$ cat config.mk
export PLATFORM = sky130hd
export DESIGN_NAME = wave_quad_mapper
export DESIGN_NICKNAME = d
export VERILOG_FILES = /design/src/rtl/wqm_pkg.sv /design/src/rtl/wqm_channel.sv /design/src/rtl/wqm_shape_pipe.sv /design/src/rtl/wave_quad_mapper.sv
export SDC_FILE = /design/constraint.sdc
export NUM_CORES = 1
export LEC_CHECK = 0
export ABC_AREA = 0
export BUFFER_PORTS_ARGS = -buffer_cell sky130_fd_sc_hd__buf_2
export CAP_MARGIN = 20
export CORE_MARGIN = 5
export CORE_UTILIZATION = 50
export DETAILED_ROUTE_END_ITERATION = 8
export HOLD_SLACK_MARGIN = 0.03
export PLACE_DENSITY = 0.79
export SLEW_MARGIN = 25
export SYNTH_ARGS = -nofsm -noshare
export SYNTH_HDL_FRONTEND = slang
export SYNTH_SLANG_ARGS = --single-unit
$ cat constraint.sdc
create_clock -name clk -period 2.6 [get_ports clk]
set_input_delay 0.13 -clock clk [delete_from_list [all_inputs] [get_ports clk]]
set_output_delay 0.13 -clock clk [all_outputs]
set_load 0.02 [all_outputs]
$ cat src/rtl/wqm_pkg.sv
package wqm_pkg;

    localparam int PHASE_W  = 16;
    localparam int SAMPLE_W = 16;
    localparam int MAGF_W   = SAMPLE_W - 1;

    typedef logic signed [SAMPLE_W-1:0] sample_t;

    typedef struct packed {
        sample_t squ;
        sample_t saw;
    } shape_t;

    localparam sample_t SQUARE_HI = 16'sh7FFF;
    localparam sample_t SQUARE_LO = 16'sh8000;

    // Square and sawtooth values for one phase word
    function automatic shape_t shape_of(input logic [PHASE_W-1:0] ph);
        shape_t s;
        s.squ = ph[PHASE_W-1] ? SQUARE_LO : SQUARE_HI;
        s.saw = sample_t'({~ph[PHASE_W-1], ph[PHASE_W-2:0]});
        return s;
    endfunction

    // Apply the half-cycle sign to a 15-bit magnitude
    function automatic sample_t signed_mag(input logic [MAGF_W-1:0] mag,
                                           input logic neg);
        logic [SAMPLE_W-1:0] pos;
        pos = {1'b0, mag};
        return neg ? sample_t'(~pos + 1'b1) : sample_t'(pos);
    endfunction

endpackage

$ cat src/rtl/wqm_channel.sv
module wqm_channel
    import wqm_pkg::*;
#(
    parameter int LUT_BITS = 12,
    parameter bit QUARTER  = 1'b0,
    localparam int PH_W  = LUT_BITS,
    localparam int QA_W  = LUT_BITS - 2,
    localparam int MAG_W = LUT_BITS - 1
) (
    input  logic             clk,
    input  logic             rst,
    input  logic             en,
    input  logic [PH_W-1:0]  phase,
    output logic [QA_W-1:0]  addr,
    input  logic [MAG_W-1:0] mag,
    output sample_t          sample
);

    localparam logic [PH_W-1:0] OFFSET = QUARTER ? (PH_W'(1) << (PH_W - 2)) : '0;
    localparam int PAD_W = MAGF_W - MAG_W;

    typedef struct packed {
        logic [QA_W-1:0] idx;
        logic            neg;
    } fold_t;

    logic [PH_W-1:0]   ph_rot;
    fold_t             fold_d;
    fold_t             fold_q;
    logic [MAGF_W-1:0] mag_full;

    // Stage 0: rotate by the channel offset and fold into one quadrant
    always_comb begin
        ph_rot      = phase + OFFSET;
        fold_d.neg  = ph_rot[PH_W-1];
        fold_d.idx  = ph_rot[PH_W-2] ? ~ph_rot[QA_W-1:0] : ph_rot[QA_W-1:0];
    end

    // Align the stored magnitude to the top of the 15-bit field
    generate
        if (PAD_W == 0) begin : g_full_mag
            assign mag_full = mag;
        end else begin : g_pad_mag
            assign mag_full = {mag, {PAD_W{1'b0}}};
        end
    endgenerate

    always_ff @(posedge clk) begin
        if (rst) begin
            fold_q <= '0;
            sample <= '0;
        end else if (en) begin
            fold_q <= fold_d;
            sample <= signed_mag(mag_full, fold_q.neg);
        end
    end

    assign addr = fold_q.idx;

endmodule

$ cat src/rtl/wqm_shape_pipe.sv
module wqm_shape_pipe
    import wqm_pkg::*;
(
    input  logic               clk,
    input  logic               rst,
    input  logic               en,
    input  logic [PHASE_W-1:0] phase,
    output sample_t            squ,
    output sample_t            saw
);

    localparam int DEPTH = 2;

    shape_t stage_q [DEPTH];

    genvar gs;
    generate
        for (gs = 0; gs < DEPTH; gs++) begin : g_stage
            always_ff @(posedge clk) begin
                if (rst) begin
                    stage_q[gs] <= '0;
                end else if (en) begin
                    if (gs == 0) begin
                        stage_q[gs] <= shape_of(phase);
                    end else begin
                        stage_q[gs] <= stage_q[gs-1];
                    end
                end
            end
        end
    endgenerate

    assign squ = stage_q[DEPTH-1].squ;
    assign saw = stage_q[DEPTH-1].saw;

endmodule

$ cat src/rtl/wave_quad_mapper.sv
module wave_quad_mapper
    import wqm_pkg::*;
#(
    parameter int LUT_BITS = 12,
    localparam int QA_W  = LUT_BITS - 2,
    localparam int MAG_W = LUT_BITS - 1
) (
    input  logic               clk,
    input  logic               rst,
    input  logic               en,
    input  logic [15:0]        phase_in,
    output logic [QA_W-1:0]    sin_addr,
    output logic [QA_W-1:0]    cos_addr,
    input  logic [MAG_W-1:0]   sin_mag,
    input  logic [MAG_W-1:0]   cos_mag,
    output logic signed [15:0] sin_out,
    output logic signed [15:0] cos_out,
    output logic signed [15:0] squ_out,
    output logic signed [15:0] saw_out
);

    localparam int NCH = 2;

    logic [LUT_BITS-1:0] ph_top;
    logic [QA_W-1:0]     addr_w [NCH];
    logic [MAG_W-1:0]    mag_w  [NCH];
    sample_t             samp_w [NCH];

    assign ph_top   = phase_in[PHASE_W-1 -: LUT_BITS];
    assign mag_w[0] = sin_mag;
    assign mag_w[1] = cos_mag;

    // Channel 0 is the sine, channel 1 the cosine (a quarter turn ahead)
    genvar gc;
    generate
        for (gc = 0; gc < NCH; gc++) begin : g_ch
            wqm_channel #(
                .LUT_BITS (LUT_BITS),
                .QUARTER  (gc == 1)
            ) u_ch (
                .clk    (clk),
                .rst    (rst),
                .en     (en),
                .phase  (ph_top),
                .addr   (addr_w[gc]),
                .mag    (mag_w[gc]),
                .sample (samp_w[gc])
            );
        end
    endgenerate

    wqm_shape_pipe u_shape (
        .clk   (clk),
        .rst   (rst),
        .en    (en),
        .phase (phase_in),
        .squ   (squ_out),
        .saw   (saw_out)
    );

    assign sin_addr = addr_w[0];
    assign cos_addr = addr_w[1];
    assign sin_out  = samp_w[0];
    assign cos_out  = samp_w[1];

endmodule

==> qor.yml <==
dpl.hpwl_microns: 5478
vias: 2663
antennaDiodeCount: 0
worst_pin_slew_ns: 0.8351
critPathCapture: "g_ch[1].u_ch.sample[13]"
reg2reg_from: "g_ch[1].u_ch.fold_q[0]"
crit_path_top_delay_cell: "dfxtp_1"
power_mw: 2.879
nets: 471
antenna_left: 0
initial_core_util_pct: 51.54
hold_viol: 0
fillers: 641
critPathKind: "register to register"
cp-end-kind: "register"
relSlewSlack_pct: 44.33
reg2reg_slack_ns: 1.19
die_area_sq_um: 9351
r2r_cells: 3
busiest_layer: "met2"
syn_avg_cell_area_sq_um: 10.59
drcViolationCount: 0
synth_top_area_share_pct: 27.16
h-tree-depth: 3
num_io_pins: 125
clk_latency_ns: 0.35
place_congestion: 0.8132
die_h_microns: 96.70
gr-total-overflow: 0
slew_violations: 0
crit_required_ns: 2.87
use_met1_pct: 19.48
finClkSkew_ns: 0.006586
layout_min_cycle_time_ns: 1.413
area_delta_synth_final_pct: 14.95
clockRootBuffer: "clkbuf_8"
io_buffer_count: 116
grt_usage_pct: 16.61
clk_pin_slew_ns: 0.09
use_met2_pct: 27.97
fmax_mhz: 707.7
synth_area_sq_um: 3759
cp_max_fo: 14
hp-start: "phase_in[1]"
period_share_pct: 54.35
grt_pass1_wl_microns: 12830
numCtsBuffers: 9
cts_resized: 0
use_met3_pct: 5.540
drtIter0Drc: 105
die_width_microns: 96.70
crit_start: "g_ch[1].u_ch.fold_q[0]"
synthTopCellsByArea: "edfxtp_1 27%, dfxtp_1 25%, buf_4 8.6%"
wl_per_cell_microns: 14.38
ctsHoldBuffers: 0
grt_pass1_vias: 2690
hp-class: "primary input to register"
vias_per_cell: 5.006
drive_above_1_share_pct: 33.03
r2r-end: "g_ch[1].u_ch.sample[13]"
antenna_found_initial: 0
grt_setup_unrepaired: "no"
core_area_sq_um: 7292
clock_sink_count: 80
p_leak_nw: 1.909
fin_setup_tns_ns: 0
yosys_warnings: 0
dr.pass1.iters: 4
synth_seq_cells: 80
clock_path_buffers: 2
path_cells: "nand2_1 -> or3_2 -> a31oi_1"
cts_setup_buffers: 0
finalSetupViolCount: 0
cp.arrival_ns: 1.69
synth_cells: 355
grt_max_degree: 78
power_density_nw_per_um2: 666.4
cts_tree: "built"
slowest_delay_ns: 0.63
maxCapViolCount: 0
ir_drop_uv: 310.5
yosysUniqueCellTypes: 40
fp-row-count: 31
synth_top_area_cell: "edfxtp_1"
status: "finished, final reports clean"
wirelength_microns: 7652
yosysSeqAreaShare_pct: 51.66
crit_path_start_kind: "register"
## per-stage QoR
stage / setup slack (ns) / instance area [sq um] / hold slack [ns] / utilization, % / instances
CTS: 1.184 / 4315 / 0.04698 / 59.18 / 532
floorplan: 0.9971 / 3785 / 0.2772 / - / 362
detailed placement: 0.8784 / 4103 / 0.4235 / 56.26 / 516
global route: 1.053 / 4320 / 0.06521 / 59.25 / 532
global placement: 0.9451 / 4103 / 0.4152 / 56.26 / 516
finish: 1.187 / 4320 / 0.06663 / 59.25 / 532
## cell type report
| type | count | area (sq um) | area share [%] |
|---|---|---|---|
| flip-flops and latches | 80 | 1942 | 44.95 |
| inverters | 6 | 22.52 | 0.5213 |
| clock inverters | 6 | 75.07 | 1.738 |
| well taps | 99 | 123.9 | 2.867 |
| multi-input cells | 212 | 1416 | 32.78 |
| clock buffers | 10 | 137.6 | 3.186 |
| repair buffers | 119 | 603.1 | 13.96 |
## sequential cells by signal (all words and copies together), names as in the netlist
| name | count |
|---|---|
| u_shape.stage_q | 34 |
| g_ch.u_ch.sample | 24 |
| g_ch.u_ch.fold_q | 2 |
| g_ch.u_ch.addr | 20 |
## layout by cell type (no fill, tap or decap), drive strengths merged, types with 9 or more instances in the layout
master	synthesis	routed
buf	53	119
dfxtp	46	46
nor2	45	45
edfxtp	34	34
and2	33	33
a211oi	25	25
xnor2	16	16
mux2i	15	15
clkbuf	11	10
o21ai	9	9
xor2	9	9
## synthesized netlist by cell type, drive strengths merged
master	n
xor2	9
a31oi	3
o31a	1
xnor2	16
o41ai	1
o211ai	3
clkbuf	11
a21oi	1
nor4	1
dfxtp	46
nor2	45
nand3b	1
or3b	2
or4	2
or3	6
nor3b	2
a22o	2
nand2	7
buf	53
nand4	2
ha	2
nor2b	5
nor3	1
a32o	2
o31ai	5
conb	1
a211oi	25
edfxtp	34
o21ai	9
nand4b	1
inv	6
and2	33
nand2b	2
mux2i	15
## worst min path at each step
| stage | endpoint | slack, ns | cells past startpoint |
|---|---|---|---|
| 4_1_cts | u_shape.stage_q[0][1] | 0.05 | 2 |
| 2_1_floorplan | g_ch[0].u_ch.sample[4] | 0.28 | 2 |
| 5_1_grt | u_shape.stage_q[0][2] | 0.07 | 2 |
| 3_3_place_gp | u_shape.stage_q[0][3] | 0.42 | 2 |
| 3_5_place_dp | u_shape.stage_q[0][1] | 0.42 | 2 |
| 6_report | u_shape.stage_q[0][1] | 0.07 | 2 |
## report_power, final
part | internal, mW | leakage, nW | switching (mW)
sequential | 1.40 | 0.752 | 0.0448
clock | 0.483 | 0.105 | 0.473
combinational | 0.174 | 1.05 | 0.300
total | 2.06 | 1.91 | 0.818
## worst max-delay path: cells and delay by family, from the launching register on
kind               cells  cell delay, ns
AOI/OAI and AO/OA      1            0.17
DFF                    1            0.63
and+or+nand+nor        2            0.54
## logic make-up (layout without fill, tap and decap cells)
family,count (synthesis),after routing,synth area share (%)
other cells,1,8,0.09977
buf+inv,70,141,11.55
simple gates,110,110,15.58
flops,80,80,51.66
compound gates,52,52,10.62
mux,15,15,3.995
fa+ha+maj,2,2,0.6657
xor+xnor,25,25,5.826
## layer usage
metal / routed length (microns) / vias to the layer above / part of all wire, %
met5: 0 / - / 0
met4: 93 / 0 / 1.2
met3: 611 / 10 / 8.0
met2: 3770 / 90 / 49
met1: 3176 / 1245 / 42
li1: - / 1318 / -
(Power assumes the default switching activity.)
